File: config.mk
export PLATFORM = sky130hd
export DESIGN_NAME = phycr_hs_master
export DESIGN_NICKNAME = d
export VERILOG_FILES = /design/src/rtl/phycr_pkg.sv /design/src/rtl/phycr_bit_sync.sv /design/src/rtl/phycr_poll_pacer.sv /design/src/rtl/phycr_hs_master.sv
export SDC_FILE = /design/constraint.sdc
export NUM_CORES = 1
export LEC_CHECK = 0
export CAP_MARGIN = 10
export CORE_MARGIN = 2
export CORE_UTILIZATION = 45
export CTS_CLUSTER_SIZE = 16
export DETAILED_ROUTE_END_ITERATION = 12
export DONT_BUFFER_PORTS = 1
export HOLD_SLACK_MARGIN = 0.03
export PLACE_DENSITY = 0.65
export SKIP_CTS_REPAIR_TIMING = 1
export SLEW_MARGIN = 20
export SYNTH_ARGS = -nofsm -noshare
export SYNTH_HDL_FRONTEND = slang
export SYNTH_HIERARCHICAL = 1
export SYNTH_SLANG_ARGS = --single-unit
File: constraint.sdc
create_clock -name clk -period 2.3 [get_ports clk]
set_input_delay 0.345 -clock clk [delete_from_list [all_inputs] [get_ports clk]]
set_output_delay 0.345 -clock clk [all_outputs]
set_load 0.01 [all_outputs]
File: src/rtl/phycr_pkg.sv
// Shared types for the PHY control-register handshake sequencer.
// Assumes a four-strobe control word placed directly above the operand.
package phycr_pkg;
    typedef enum logic [1:0] {
        OP_ADDR  = 2'd0,
        OP_WRITE = 2'd1,
        OP_READ  = 2'd2,
        OP_RSVD  = 2'd3
    } phycr_op_e;

    typedef enum logic {
        ST_IDLE = 1'b0,
        ST_WAIT = 1'b1
    } phycr_state_e;

    // Strobe field encodings, one-hot, placed above the operand
    localparam logic [3:0] STB_NONE = 4'b0000;
    localparam logic [3:0] STB_CAPA = 4'b0001;
    localparam logic [3:0] STB_CAPD = 4'b0010;
    localparam logic [3:0] STB_WR   = 4'b0100;
    localparam logic [3:0] STB_RD   = 4'b1000;
endpackage

File: src/rtl/phycr_bit_sync.sv
// Multi-flop synchronizer for one asynchronous level.
// Assumes the input is a slow level (a handshake acknowledge), not a pulse.
module phycr_bit_sync #(
    parameter int STAGES = 2
) (
    input  logic clk,
    input  logic rst_n,
    input  logic d_i,
    output logic q_o
);
    logic [STAGES-1:0] chain;

    // Shift the asynchronous level through the flop chain
    always_ff @(posedge clk) begin
        if (!rst_n) chain <= '0;
        else        chain <= {chain[STAGES-2:0], d_i};
    end

    assign q_o = chain[STAGES-1];
endmodule

File: src/rtl/phycr_poll_pacer.sv
// Paces acknowledge checks. It flags a check when the gap counter is
// empty, reloads the gap after each check and counts the checks made.
// It assumes restart_i is pulsed whenever a new control word is driven.
module phycr_poll_pacer #(
    parameter int MAX_RETRY = 100,
    parameter int GAP_W     = 8
) (
    input  logic             clk,
    input  logic             rst_n,
    input  logic             restart_i,
    input  logic             active_i,
    input  logic [GAP_W-1:0] gap_i,
    output logic             check_o,
    output logic             final_o
);
    localparam int TW = $clog2(MAX_RETRY + 1);

    logic [GAP_W-1:0] gap_cnt;
    logic [TW-1:0]    try_cnt;

    assign check_o = active_i && (gap_cnt == '0);
    assign final_o = (try_cnt == TW'(MAX_RETRY));

    // Count down the inter-check gap and the number of checks made
    always_ff @(posedge clk) begin
        if (!rst_n) begin
            gap_cnt <= '0;
            try_cnt <= '0;
        end else if (restart_i) begin
            gap_cnt <= '0;
            try_cnt <= '0;
        end else if (check_o) begin
            gap_cnt <= gap_i;
            if (!final_o) try_cnt <= try_cnt + TW'(1);
        end else if (gap_cnt != '0) begin
            gap_cnt <= gap_cnt - GAP_W'(1);
        end
    end
endmodule

File: src/rtl/phycr_hs_master.sv
// Sequencer for PHY control-register transactions over a four-phase
// request/acknowledge handshake. Each command is a short list of
// (control word, expected acknowledge) steps, which are walked in order.
// It assumes phy_rdata_i is stable while the acknowledge is high.
module phycr_hs_master
    import phycr_pkg::*;
#(
    parameter int DW        = 16,
    parameter int MAX_RETRY = 100,
    parameter int GAP_W     = 8,
    parameter int SYNC_ST   = 2,
    localparam int CW       = DW + 4
) (
    input  logic             clk,
    input  logic             rst_n,
    input  logic             start_i,
    input  logic [1:0]       op_i,
    input  logic [DW-1:0]    val_i,
    input  logic [GAP_W-1:0] poll_gap_i,
    input  logic             phy_ack_i,
    input  logic [DW-1:0]    phy_rdata_i,
    output logic [CW-1:0]    ctl_o,
    output logic             done_o,
    output logic             err_o,
    output logic [DW-1:0]    rdata_o
);
    phycr_state_e  state;
    phycr_op_e     cur_op;
    logic [DW-1:0] cur_val;
    logic [1:0]    step;
    logic          ack_s;
    logic          check, final_try, restart, busy;
    logic          match, last_step;
    phycr_op_e     req_op;

    assign req_op = phycr_op_e'(op_i);
    assign busy   = (state == ST_WAIT);

    // Control word for a given command and step
    function automatic logic [CW-1:0] step_word(phycr_op_e op, logic [DW-1:0] v,
                                                logic [1:0] s);
        logic [CW-1:0] w;
        w = '0;
        case (op)
            OP_ADDR:  w = (s == 2'd0) ? {STB_CAPA, v} : {STB_NONE, v};
            OP_WRITE: case (s)
                          2'd0:    w = {STB_CAPD, v};
                          2'd1:    w = {STB_NONE, v};
                          2'd2:    w = {STB_WR, v};
                          default: w = '0;
                      endcase
            OP_READ:  w = (s == 2'd0) ? {STB_RD, {DW{1'b0}}} : '0;
            default:  w = '0;
        endcase
        return w;
    endfunction

    phycr_bit_sync #(.STAGES(SYNC_ST)) u_ack_sync (
        .clk(clk), .rst_n(rst_n), .d_i(phy_ack_i), .q_o(ack_s)
    );

    phycr_poll_pacer #(.MAX_RETRY(MAX_RETRY), .GAP_W(GAP_W)) u_pacer (
        .clk(clk), .rst_n(rst_n), .restart_i(restart), .active_i(busy),
        .gap_i(poll_gap_i), .check_o(check), .final_o(final_try)
    );

    // Even steps wait for acknowledge high, odd steps for low
    assign match = (ack_s == ~step[0]);

    // Decide whether the current step is the final one of its command
    always_comb begin
        case (cur_op)
            OP_WRITE: last_step = (step == 2'd3);
            default:  last_step = (step == 2'd1);
        endcase
    end

    // Restart the pacer whenever a fresh control word is driven
    assign restart = (!busy && start_i && req_op != OP_RSVD) ||
                     (busy && check && match && !last_step);

    // Command state machine: accept, advance through steps, finish or abort
    always_ff @(posedge clk) begin
        if (!rst_n) begin
            state   <= ST_IDLE;
            cur_op  <= OP_ADDR;
            cur_val <= '0;
            step    <= '0;
            ctl_o   <= '0;
            done_o  <= 1'b0;
            err_o   <= 1'b0;
            rdata_o <= '0;
        end else begin
            done_o <= 1'b0;
            err_o  <= 1'b0;
            case (state)
                ST_IDLE: if (start_i) begin
                    if (req_op == OP_RSVD) begin
                        done_o <= 1'b1;
                        err_o  <= 1'b1;
                    end else begin
                        cur_op  <= req_op;
                        cur_val <= val_i;
                        step    <= 2'd0;
                        ctl_o   <= step_word(req_op, val_i, 2'd0);
                        state   <= ST_WAIT;
                    end
                end
                ST_WAIT: if (check) begin
                    if (match) begin
                        if (cur_op == OP_READ && step == 2'd0) rdata_o <= phy_rdata_i;
                        if (last_step) begin
                            done_o <= 1'b1;
                            state  <= ST_IDLE;
                        end else begin
                            step  <= step + 2'd1;
                            ctl_o <= step_word(cur_op, cur_val, step + 2'd1);
                        end
                    end else if (final_try) begin
                        ctl_o  <= '0;
                        done_o <= 1'b1;
                        err_o  <= 1'b1;
                        state  <= ST_IDLE;
                    end
                end
                default: state <= ST_IDLE;
            endcase
        end
    end
endmodule

==> results.txt, run 1 <==
Of all cell types, the one taking the most synthesized area is dfxtp_1. The y dimension of the die came out at ~90 um. The level count of the clock H-tree is 3. The critical path goes through inv_1, ha_1, nand2_1, nor3_1, nand3_1, a32oi_2, buf_12, nand4_1, a21boi_1.

The TritonCTS clock tree is done. Among all stages on the critical path, the largest delay is contributed by nor3_1. The maximum single-stage delay on the critical path came out at ~0.36 ns. In this run the critical register-to-register path is captured at ctl_o[18]$_SDFFE_PN0P_. The dominant register cell in the synthesized netlist is dfxtp_1.

The starting DRC count in detailed routing is 77. The wire length of the first global-routing pass is between 10000 and 15000 um. Clock tree synthesis selected as its root buffer the cell clkbuf_8. The count of antenna-violating nets left after detailed routing is 0. The synthesis warning total came out at 6. The effective utilization at floorplan is between 40% and 50%.

The most frequent cell after synthesis is dfxtp_1. The I/O pin count is 84. The post-synthesis net count came out at ~450.

Setup repair after global routing left no endpoint under its margin. The accumulated negative setup slack came out at 0 ns. The insertion delay of the later-clocked pin in the worst-skew pair came out at 0.35 ns. The worst path in the final design needs a cycle of about 2.1 ns, including I/O delays and setup. The final count of pins violating max slew came out at 0. The number of core rows is 32. The startpoint of the lowest-slack hold path is phy_rdata_i[8]. The highest clock frequency the design can meet is around 480 MHz. The via count of the routed design is 2708. The data required time of the critical path came out at between 2 and 3 ns. The global-route congestion overflow total is 0. The category of the worst setup path launch point is a register. The reported max-cap violation count came out at 0. The number of filler cells placed in the layout came out at between 700 and 800.

The basic-gate share of the synthesized area counting and, or, nand and nor cells is 20.7%. The post-placement worst setup slack came out at between 0.2 and 0.25 ns. The mux cell area share after synthesis came out at less than 1%. In this run the register-to-register setup slack is between 0.15 and 0.2 ns. The met2 usage in global routing is 31.2%. The transition time at the pin with the least slew margin came out at 0.439 ns. The initial antenna violation count came out at 0. The final hold violation count is 0. The global routing usage summed across all routing layers is between 10% and 20%. The clock slew at the register clock pins of the worst setup and hold paths came out at 0.08 ns.

The wire length per cell after detailed routing came out at roughly 15 um. The post-route worst setup slack is ~0.2 ns. Summed over all layers, the routed wires come to approximately 7500 um. For this run, design rule violations remaining after detail routing come to 0. The number of iterations in the first detailed-routing pass came out at 4. The synthesized design devotes to its leading area cell type between 40% and 50% of total area.

The headroom to the max-slew limit is between 70% and 80%. The number of inserted diodes came out at 0. After Yosys synthesis, full adders, half adders and majority gates account for around 2.9% of the synthesized area.

The area of the core came out at ~7600 um2. The number of clock buffers inserted by TritonCTS is 9. The final clock skew came out at roughly 0.0076 ns. The run finished with clean final reports. STA classifies the critical path endpoint as a register.

The final critical path takes up between 90% and 100% of the cycle. The maximum number of pins on one net before global-route repair came out at 63. The number of enable-type register cells in the synthesized netlist is 0. The worst hold path was traced through 2 stages. The maximum fanout along the worst path is 40. Across the VDD grid, the largest voltage drop is roughly 0.00034 V.

For this run, the number of standard cells in the final layout without fillers is 505. The post-detailed-route via-to-cell ratio came out at 5.36. Counting instances in the post-synthesis netlist gives the leading cell types as 76 x dfxtp_1, 73 x nand2_1, 22 x a21boi_0, 22 x o21ai_0, 21 x nor2_1. The proportion of register bits with asynchronous set or reset after synthesis is 0%.

After Yosys synthesis, XOR and XNOR cells account for 1.97% of the synthesized area. The placer's final routability congestion estimate is between 0.8 and 0.9. In this run the critical register-to-register path is launched from u_pacer/try_cnt[0]$_SDFFE_PP0P_.

The mean instance size in the synthesized netlist came out at a little under 9 um2. The maximum root-to-sink buffer count came out at 2. For hold timing, the worst endpoint is rdata_o[8]$_SDFFE_PN0P_. By startpoint and endpoint, the worst setup path is classified as reg -> reg. The HPWL after detailed placement is between 5000 and 6000 um. The number of global-route vias before repair is between 2k and 3k. The overall die area is roughly 8500 um2. By area, the combinational part of the netlist is dominated by compound AO/OA/AOI/OAI gates. The total number of clock tree sinks is 76. After the last flow step, the layout net total stands at around 450. The leakage power of the design came out at around 1.3 nW. The min-delay analysis places its worst path in the category in -> reg.

The synthesis-stage register bit count came out at 76. The unique cell type count in the Yosys netlist is 52. The layout cell share with drive strength beyond 1 is 14.6%. For met3 alone, demand over resource in global routing was under 10%. The met1 capacity usage during global routing is between 20% and 30%. Of the synthesized area, sequential elements account for 43.6%. The number of cells on the worst reg-to-reg path came out at 9.

The most crowded layer after global routing is met2. The final core utilization came out at around half. The number of setup violations in the final report came out at 0. The chip width came out at approximately 92 um.

The number of instances in the synthesized netlist is about 400. By area the synthesized netlist is led by dfxtp_1 44%, nand2_1 7.9%, a21boi_0 4.7%. The data arrival time of the critical path came out at about 2.4 ns.

The fraction of the mapped netlist area in compound gates came out at 25.2%. Port buffering added 0 buffers. The number of placed instances, taps included is approximately 490. The post-synthesis cell area is 3490 um2.

The area growth from synthesis to layout came out at 7.86%. For this design the ratio of total power to cell area is 848 nW/um2.
## cell usage in the layout, fill, tap and decap left out, types with 5 or more instances in the layout
master    instances
a22oi_2           6
inv_1            10
ha_1              8
nor2_1           21
a21boi_1         12
buf_4            11
o21ai_0          21
or3_1             5
nor3_1            8
a21oi_2          10
a21boi_0         22
dfxtp_1          76
nand2b_1          6
a211oi_1          6
nand3_1           6
nand2_1          73
a22oi_1          10
clkbuf_8          9
a21oi_1          19
## layer usage
| metal | wire (um) | vias to the layer above |
|---|---|---|
| met2 | 3670 | 63 |
| li1 | - | 1394 |
| met1 | 3280 | 1245 |
| met4 | 83 | 0 |
| met5 | 0 | - |
| met3 | 483 | 6 |
## flip-flops by register name, summed over array words and instances, names as in the netlist
| name | flops |
|---|---|
| done_o | 1 |
| ctl_o | 20 |
| step | 2 |
| u_ack_sync/chain | 2 |
| err_o | 1 |
| rdata_o | 16 |
| cur_val | 16 |
| u_pacer/try_cnt | 7 |
| u_pacer/gap_cnt | 8 |
| cur_op | 2 |
| busy | 1 |
## worst max-delay path: cells and delay by family (launching register included)
kind | cells | cell delay, ns
adders and majority gates | 1 | 0.16
DFF | 1 | 0.34
buffers and inverters | 2 | 0.33
and+or+nand+nor | 4 | 0.77
AOI/OAI and AO/OA | 2 | 0.44
## logic make-up (layout without fill, tap and decap cells)
kind of cell               count (synthesis)  count (layout)
adders and majority gates                  8               8
and+or+nand+nor                          148             148
xor gates and xnor gates                   7               7
AOI/OAI and AO/OA                        124             124
DFF                                       76              76
buffers and inverters                     34              38
muxes                                      2               2
## per-stage QoR
step | total power [mW] | hold WS (ns) | instance area (um2)
floorplan | 2.12 | 0.412 | 3490
global placement | 2.25 | 0.450 | 3580
detailed placement | 2.27 | 0.432 | 3580
CTS | 3.23 | 0.103 | 3760
global route | 3.38 | 0.109 | 3760
finish | 3.19 | 0.122 | 3760
## where the power goes
part	switching (mW)	internal, mW
Clock	0.533	0.408
Sequential	0.110	1.42
Combinational	0.409	0.307
## layout make-up
class                           instances  area (um2)  area share [%]
Clock buffer                            9         124            3.29
Clock inverter                          7        57.6            1.53
Inverter                               10        37.5           0.998
Multi-Input combinational cell        289        1790            47.6
Sequential cell                        76        1520            40.5
Tap cell                              102         128            3.39
Timing Repair Buffer                   12         103            2.73
## worst max-delay path by stage
stage | slack (ns) | from | cells after the start | to
finish | 0.20 | u_pacer/try_cnt[0]$_SDFFE_PP0P_ | 9 | ctl_o[18]$_SDFFE_PN0P_
CTS | 0.18 | u_pacer/gap_cnt[0]$_SDFFE_PP0P_ | 10 | ctl_o[18]$_SDFFE_PN0P_
detailed placement | 0.20 | step[0]$_SDFFE_PN0P_ | 6 | ctl_o[3]$_SDFFE_PN0P_
floorplan | 0.40 | u_pacer/gap_cnt[0]$_SDFFE_PP0P_ | 10 | u_pacer/gap_cnt[3]$_SDFFE_PP0P_
global placement | 0.19 | u_pacer/gap_cnt[0]$_SDFFE_PP0P_ | 10 | u_pacer/gap_cnt[4]$_SDFFE_PP0P_
global route | 0.02 | u_pacer/gap_cnt[0]$_SDFFE_PP0P_ | 10 | ctl_o[18]$_SDFFE_PN0P_
Power figures use the tool's default switching activity.
==> inputs of run 2 (changes only) <==
- BUFFER_PORTS_ARGS: unset -> -buffer_cell sky130_fd_sc_hd__clkbuf_2
- CORE_MARGIN: 2 -> unset
- CORE_UTILIZATION: 45 -> 30
- DONT_BUFFER_PORTS: 1 -> unset
- PLACE_DENSITY: 0.65 -> 0.55
==> results.txt, run 2 (synthesis results as in run 1) <==
The HPWL after detailed placement is 5760 um (+13%). STA classifies the critical path startpoint as a register. The worst hold path cell count came to 2 (unchanged). The final count of pins violating max slew came out at 0 (unchanged). The wire length of the first global-routing pass was 13300 um (+5.3%). The y dimension of the die is 110 um (+19%). The area growth from synthesis to layout came out at 24.6%. In the layout the commonest cells are 83 x clkbuf_2, 76 x dfxtp_1, 73 x nand2_1. The maximum root-to-sink buffer count is 2 (unchanged).

The maximum fanout along the worst path came out at 40 (unchanged). The data required time of the critical path came to 2.56 ns (-0.02 ns). The number of DRC violations after detailed routing was 0 (unchanged). The cell area after placement is 4050 um2 (+13%). The leakage power of the design is 1.71 nW (+32%).

The count of antenna-violating nets left after detailed routing came out at 0 (unchanged). The met1 capacity usage during global routing is 16.7% (-5.3 points). The flip-flop count of the largest register after layout is 20 (unchanged). The clock period minus final worst setup slack came to 2.10 ns (-0.00560 ns). The number of iterations in the first detailed-routing pass is 4 (unchanged).

The total number of clock tree sinks came out at 76 (unchanged). The accumulated negative setup slack is 0 ns (unchanged). The layout net count came to 536 (+19%). The portion of the clock cycle consumed by the worst path in the final layout is 91.2% (-0.24 points). The library cell used most frequently in the layout, excluding fill and tap cells, is clkbuf_2. The most crowded layer after global routing is met2. The effective utilization at floorplan is 31.5% (-14 points). The overall routed net length is 8330 um (+11%).

The path type of the worst min-delay path is in -> reg. The slack of the worst reg-to-reg path is 0.20 ns (about the same). The number of setup violations in the final report was 0 (unchanged). The clock slew at the register clock pins of the worst setup and hold paths is 0.06 ns (-0.02 ns). The highest clock frequency the design can meet came out at 477 MHz (+0.27%). By startpoint and endpoint, the worst setup path is classified as reg -> reg. The port buffer count is 83 (+83).

The met3 global-route usage is 5.22% (-0.29 points). The insertion delay of the later-clocked pin in the worst-skew pair came out at 0.33 ns (-0.02 ns). The power per cell area came out at 855 nW/um2 (+0.91%).

In the final layout, the registers with the most flip-flops are ctl_o: 20 flops, cur_val: 16 flops, rdata_o: 16 flops. The global-route congestion overflow total came out at 0 (unchanged). The number of core rows came out at 38 (+19%). The startpoint of the lowest-slack hold path is phy_ack_i. The met2 usage in global routing was 24.4% (-6.8 points).

The reported max-cap violation count is 0 (unchanged). The maximum single-stage delay on the critical path is 0.33 ns (-0.03 ns). The finished layout cell area is 4340 um2 (+16%).

The worst register-to-register path begins at u_pacer/gap_cnt[0]$_SDFFE_PP0P_. The endpoint identified for the worst register-to-register timing path is ctl_o[18]$_SDFFE_PN0P_. The number of cells on the worst reg-to-reg path is 10 (+1). The overall die area came out at 12100 um2 (+42%). The final hold violation count is 0 (unchanged). The initial antenna violation count is 0 (unchanged). The data arrival time of the critical path came out at 2.36 ns (-0.03 ns).

The level count of the clock H-tree is 3 (unchanged). The transition time at the pin with the least slew margin was 0.578 ns (+0.138 ns). The headroom to the max-slew limit is 61.5% (-9.0 points). The number of clock buffers inserted by TritonCTS came out at 9 (unchanged). The final instance count without filler cells is 626 (+24%).

The number of inserted diodes is 0 (unchanged). The worst setup path is captured at a register. The master of the slowest instance on the critical path is dfxtp_1.

TritonCTS built the clock tree. The final core utilization came out at 39.2% (-10 points). The wire length per cell after detailed routing came out at 13.3 um (-10%). The layout cell share with drive strength beyond 1 came out at 29.2% (+15 points). The placer's final routability congestion estimate is 0.814 (-2.9%). The area of the core is 11100 um2 (+46%).

The critical path goes through inv_1, ha_1, and2b_1, nand4_1, inv_1, nand3_1, a32oi_2, buf_12, nand4_1, a21boi_1. The post-detailed-route via-to-cell ratio is 4.83 (-9.9%). The global routing usage summed across all routing layers came out at 14.4% (-4.1 points).

The register bank with the most flops is ctl_o. The number of global-route vias before repair came to 2814 (+2.5%). The run finished with clean final reports. The final clock skew came out at 0.00622 ns (-0.00136 ns). Setup repair after global routing left no endpoint under its margin. The starting DRC count in detailed routing came to 136 (+77%). The worst hold path endpoint is u_ack_sync/chain[0]$_SDFF_PN0_.

The peak supply drop came out at 0.000360 V (+5.0%). The chip width is 110 um (+19%). The I/O pin count came out at 84 (unchanged).

The number of placed instances, taps included is 611 (+25%). The tree is rooted in a clkbuf_16. The via count of the routed design is 3026 (+12%). The maximum number of pins on one net before global-route repair is 41 (-35%).
## run 2: cell types whose count changed in the layout (fill, tap and decap cells not counted)
cell       before  now
nor2_2          2    3
nor2_1         21   20
bufinv_16       0    1
buf_4          11   12
clkbuf_16       0    9
clkbuf_1        0    1
inv_6           3    0
clkbuf_8        9    1
inv_8           1    0
clkbuf_2        0   83
## run 2: report_power, final
group          switching (mW)  total (mW)  leakage, nW  internal (mW)
sequential             0.0856        1.51        0.620           1.42
combinational           0.471       0.824        0.948          0.353
clock                   0.522        1.38        0.138          0.861
## run 2: cell type report
| cell class | count | area (um2) |
|---|---|---|
| well taps | 140 | 175 |
| repair buffers | 96 | 526 |
| clock buffers | 11 | 243 |
| inverters | 10 | 37.5 |
| flip-flops and latches | 76 | 1520 |
| multi-input cells | 289 | 1790 |
| clock inverters | 4 | 50.0 |
| fillers | 1150 | 6730 |
## run 2: how the worst max path moves through the flow
stage	slack, ns	start	endpoint	depth (start not counted)
after CTS	0.12	u_pacer/gap_cnt[0]$_SDFFE_PP0P_	rdata_o[1]$_SDFFE_PN0P_	9
after detailed placement	0.13	u_pacer/gap_cnt[0]$_SDFFE_PP0P_	rdata_o[1]$_SDFFE_PN0P_	9
after global routing	0.02	u_pacer/gap_cnt[0]$_SDFFE_PP0P_	u_pacer/gap_cnt[4]$_SDFFE_PP0P_	10
after floorplan	0.40	u_pacer/gap_cnt[0]$_SDFFE_PP0P_	u_pacer/gap_cnt[3]$_SDFFE_PP0P_	10
final	0.20	u_pacer/gap_cnt[0]$_SDFFE_PP0P_	ctl_o[18]$_SDFFE_PN0P_	10
after global placement	0.17	u_pacer/gap_cnt[0]$_SDFFE_PP0P_	u_pacer/gap_cnt[4]$_SDFFE_PP0P_	10
## run 2: layer usage
| metal | vias to the layer above | routed length [um] | part of all wire [%] |
|---|---|---|---|
| li1 | 1543 | - | - |
| met1 | 1423 | 3850 | 46 |
| met2 | 53 | 4020 | 48 |
| met3 | 7 | 379 | 4.5 |
| met4 | 0 | 76 | 0.91 |
| met5 | - | 0 | 0 |
## run 2: through the flow
| stage | setup WS [ns] | power, mW | hold WS [ns] |
|---|---|---|---|
| 2_1_floorplan | 0.396 | 2.12 | 0.412 |
| 3_3_place_gp | 0.173 | 2.35 | 0.425 |
| 3_5_place_dp | 0.130 | 2.36 | 0.445 |
| 4_1_cts | 0.120 | 3.76 | 0.213 |
| 5_1_grt | 0.0242 | 3.92 | 0.229 |
| 6_report | 0.202 | 3.72 | 0.225 |
## run 2: critical path: cells and delay by family, from the launching register on
family / cells / cell delay, ns
simple gates: 4 / 0.60
buf+inv: 3 / 0.46
compound gates: 2 / 0.45
flops: 1 / 0.33
fa+ha+maj: 1 / 0.18
==> inputs of run 3 (changes only) <==
- CTS_CLUSTER_SIZE: 16 -> 28
- PLACE_DENSITY: 0.55 -> 0.6
- SYNTH_HIERARCHICAL: 1 -> unset
==> results.txt, run 3 <==
The run finished with clean final reports. The TritonCTS clock tree is done. The post-placement worst setup slack came out at 0.227 ns (+0.0977 ns). The maximum fanout along the worst path came to 20 (-50%).

After synthesis, the most frequently instantiated cells are 114 x nand2_1, 76 x dfxtp_1, 33 x a21boi_0, 22 x mux2i_1, 21 x nor2_1. The y dimension of the die is 111 um (+1.0%). nand2_1 is the most common cell in the netlist.

The effective utilization at floorplan came to 31.0% (-0.42 points). The final hold violation count is 0 (unchanged). In this run the top signal layer used is met4. The number of instances in the synthesized netlist came out at 412 (+3.3%). The master of the slowest instance on the critical path is dfxtp_1. The final instance count without filler cells was 643 (+2.7%). The data required time of the critical path came out at 2.51 ns (-0.05 ns). In the post-synthesis netlist, the biggest area contributors are dfxtp_1 43%, nand2_1 12%, a21boi_0 7.0%. The internal power contribution came to 2.74 mW (+3.8%). The global-route congestion overflow total is 0 (unchanged). The count of antenna-violating nets left after detailed routing came out at 0 (unchanged).

The final clock skew is 0.00414 ns (-0.00207 ns). The number of enable-type register cells in the synthesized netlist came out at 0 (unchanged). The flip-flop count of the largest register after layout came to 20 (unchanged). The synthesis warning total came out at 0 (-6). The via count of the routed design came out at 3120 (+3.1%). The number of global-route vias before repair is 2908 (+3.3%). The part of the power in combinational logic is 25.9% (+3.7 points). The number of buffer and inverter stages on the critical path came to 2 (-1). The total routed wire length on the met1 layer came out at 4040 um (+4.9%). The level count of the clock H-tree is 3 (unchanged). The area of the core was 11500 um2 (+3.5%).

The path type of the worst min-delay path is in -> reg. The post-detailed-route via-to-cell ratio came out at 4.85 (+0.38%). The routed wire length on met3 came out at 453 um (+20%). The leakage power of the design came to 1.84 nW (+7.8%). The total number of clock tree sinks was 76 (unchanged). The chip width is 111 um (+1.0%).

The clock slew at the register clock pins of the worst setup and hold paths is 0.06 ns (about the same). The port buffer count is 83 (unchanged). The minimum hold slack is 0.216 ns (-0.00975 ns).

The proportion of register bits with asynchronous set or reset after synthesis was 0% (unchanged). The starting DRC count in detailed routing came out at 198 (+46%). The overall routed net length is 8460 um (+1.5%). The overall die area came out at 12300 um2 (+2.1%). The most used flip-flop cell after synthesis is dfxtp_1.

The share of synthesized area occupied by flip-flops and latches came out at 42.7% (-0.91 points). The portion of the clock cycle consumed by the worst path in the final layout was 91.4% (+0.17 points). The net load switching power came out at 1.25 mW (+16%). The part of the power in the clock network was 35.1% (-2.1 points). The transition time at the pin with the least slew margin came out at 0.662 ns (+0.0841 ns).

The relative contribution of sequential cells to total power came out at 39.0% (-1.6 points). The HPWL after detailed placement is 5960 um (+3.5%). The clock root buffer is clkbuf_16. The number of DRC violations after detailed routing is 0 (unchanged).

The highest clock frequency the design can meet came out at 476 MHz (-0.19%). The top cell types in the final layout, fill and taps aside, are 114 x nand2_1, 83 x clkbuf_2, 76 x dfxtp_1. The insertion delay of the later-clocked pin in the worst-skew pair is 0.33 ns (about the same). The maximum root-to-sink buffer count is 2 (unchanged).

The largest registers in the layout are ctl_o: 20 flops, cur_val: 16 flops, rdata_o: 16 flops. The number of iterations in the first detailed-routing pass came to 5 (+1). The number of placed instances, taps included is 627 (+2.6%). The peak supply drop came out at 0.000392 V (+8.9%).

The number of setup violations in the final report came out at 0 (unchanged). The leading cell type in the layout, fill and taps excluded is nand2_1. The type of destination of the critical path is a register. The number of clock buffers inserted by TritonCTS came to 9 (unchanged). The post-synthesis net count came out at 466 (+2.9%). The unique cell type count in the Yosys netlist came to 50 (-3.8%). The post-synthesis cell area is 3560 um2 (+2.1%).

The met2 wire length came out at 3870 um (-3.9%). The post-route worst setup slack is 0.198 ns (-0.00398 ns). The critical path goes through inv_1, ha_1, nor3b_2, nand2_1, a211o_1, buf_4, mux2i_1.

The biggest area contributor in the post-synthesis netlist is dfxtp_1. Setup repair after global routing left no endpoint under its margin. The wire length per cell after detailed routing came out at 13.2 um (-1.2%).

The maximum single-stage delay on the critical path came out at 0.36 ns (+0.03 ns). By startpoint and endpoint, the worst setup path is classified as reg -> reg. STA classifies the critical path startpoint as a register. The final count of pins violating max slew is 0 (unchanged). The data arrival time of the critical path came to 2.31 ns (-0.05 ns). The layout cell share with drive strength beyond 1 came out at 23.8% (-5.4 points).

The layout net count came out at 549 (+2.4%). More flip-flops sit in one register than any other, and that register is ctl_o. The finished layout cell area is 4430 um2 (+2.0%).

The number of core rows is 39 (+2.6%). The clock period minus final worst setup slack is 2.10 ns (+0.00398 ns). The mean instance size in the synthesized netlist was 8.64 um2 (-1.1%). The number of inserted diodes is 0 (unchanged). The headroom to the max-slew limit is 55.8% (-5.7 points). The I/O pin count was 84 (unchanged). The wire length of the first global-routing pass is 14100 um (+6.2%).

The area growth from synthesis to layout is 24.5% (about the same). The global routing usage summed across all routing layers came out at 14.3% (-0.054 points). The placer's final routability congestion estimate came out at 0.842 (+3.4%). The reported max-cap violation count came to 0 (unchanged). The critical path's top delay family is simple AND/OR/NAND/NOR gates. The net switching share of the total power came out at 31.4% (+2.4 points). The accumulated negative setup slack is 0 ns (unchanged). The power per cell area came out at 900 nW/um2 (+5.3%). The synthesis-stage register bit count came out at 76 (unchanged). The maximum number of pins on one net before global-route repair is 36 (-12%). The initial antenna violation count is 0 (unchanged). The top-area cell type share of the netlist area was 42.7% (-0.91 points). The cell area after placement is 4140 um2 (+2.2%).
==> run 3: changes by cell type in the layout (fill, tap and decap cells not counted), moves of 11 or more <==
cell,before,now
mux2i_1,2,22
o21ai_0,21,2
nand2_1,73,114
a32o_1,0,17
a21oi_1,19,7
a21boi_0,22,33
a21boi_1,12,0
==> run 3: metal layers <==
layer,vias up,global-route usage [%]
li1,1588,-
met1,1449,18.0
met2,74,22.7
met3,9,5.14
met4,0,4.89
met5,-,0
==> run 3: stage by stage <==
step                util (%)  total power, mW
floorplan                  -             2.35
global placement        36.1             2.60
detailed placement      36.1             2.62
CTS                     38.7             4.04
global route            38.7             4.23
finish                  38.7             3.99
==> run 3: final timing paths <==
kind / startpoint / to / slack [ns] / cells after the start
setup / recovery: u_pacer.gap_cnt[0]$_SDFFE_PP0P_ / ctl_o[8]$_SDFFE_PN0P_ / 0.20 / 7
setup reg to reg: u_pacer.gap_cnt[0]$_SDFFE_PP0P_ / ctl_o[8]$_SDFFE_PN0P_ / 0.20 / 7
hold reg to reg: u_ack_sync.chain[0]$_SDFF_PN0_ / u_ack_sync.chain[1]$_SDFF_PN0_ / 0.44 / 1
hold / removal: phy_ack_i / u_ack_sync.chain[0]$_SDFF_PN0_ / 0.22 / 2
==> run 3: kinds of logic after synthesis <==
kind of cell    after synthesis  share of synthesized area (%)
xor+xnor                     10                           2.46
buf+inv                      37                           4.74
fa+ha+maj                     8                           2.81
flops                        76                           42.7
simple gates                172                           21.7
mux                          22                           6.19
compound gates               87                           19.3
==> run 3: cell type report <==
| cell class | instances | area [um2] |
|---|---|---|
| tap | 143 | 179 |
| inverter | 11 | 41.3 |
| sequential | 76 | 1520 |
| clock inverter | 6 | 65.1 |
| fill | 1161 | 7030 |
| multi-input combinational | 299 | 1870 |
| timing repair buffer | 98 | 528 |
| clock buffer | 10 | 229 |
==> run 3: power groups by stage <==
stage	Clock (mW)	Combinational [mW]	Sequential, mW
after floorplan	0	0.784	1.57
after global placement	0	1.02	1.58
after detailed placement	0	1.03	1.58
after CTS	1.44	1.04	1.55
after global routing	1.51	1.15	1.57
final	1.40	1.03	1.55
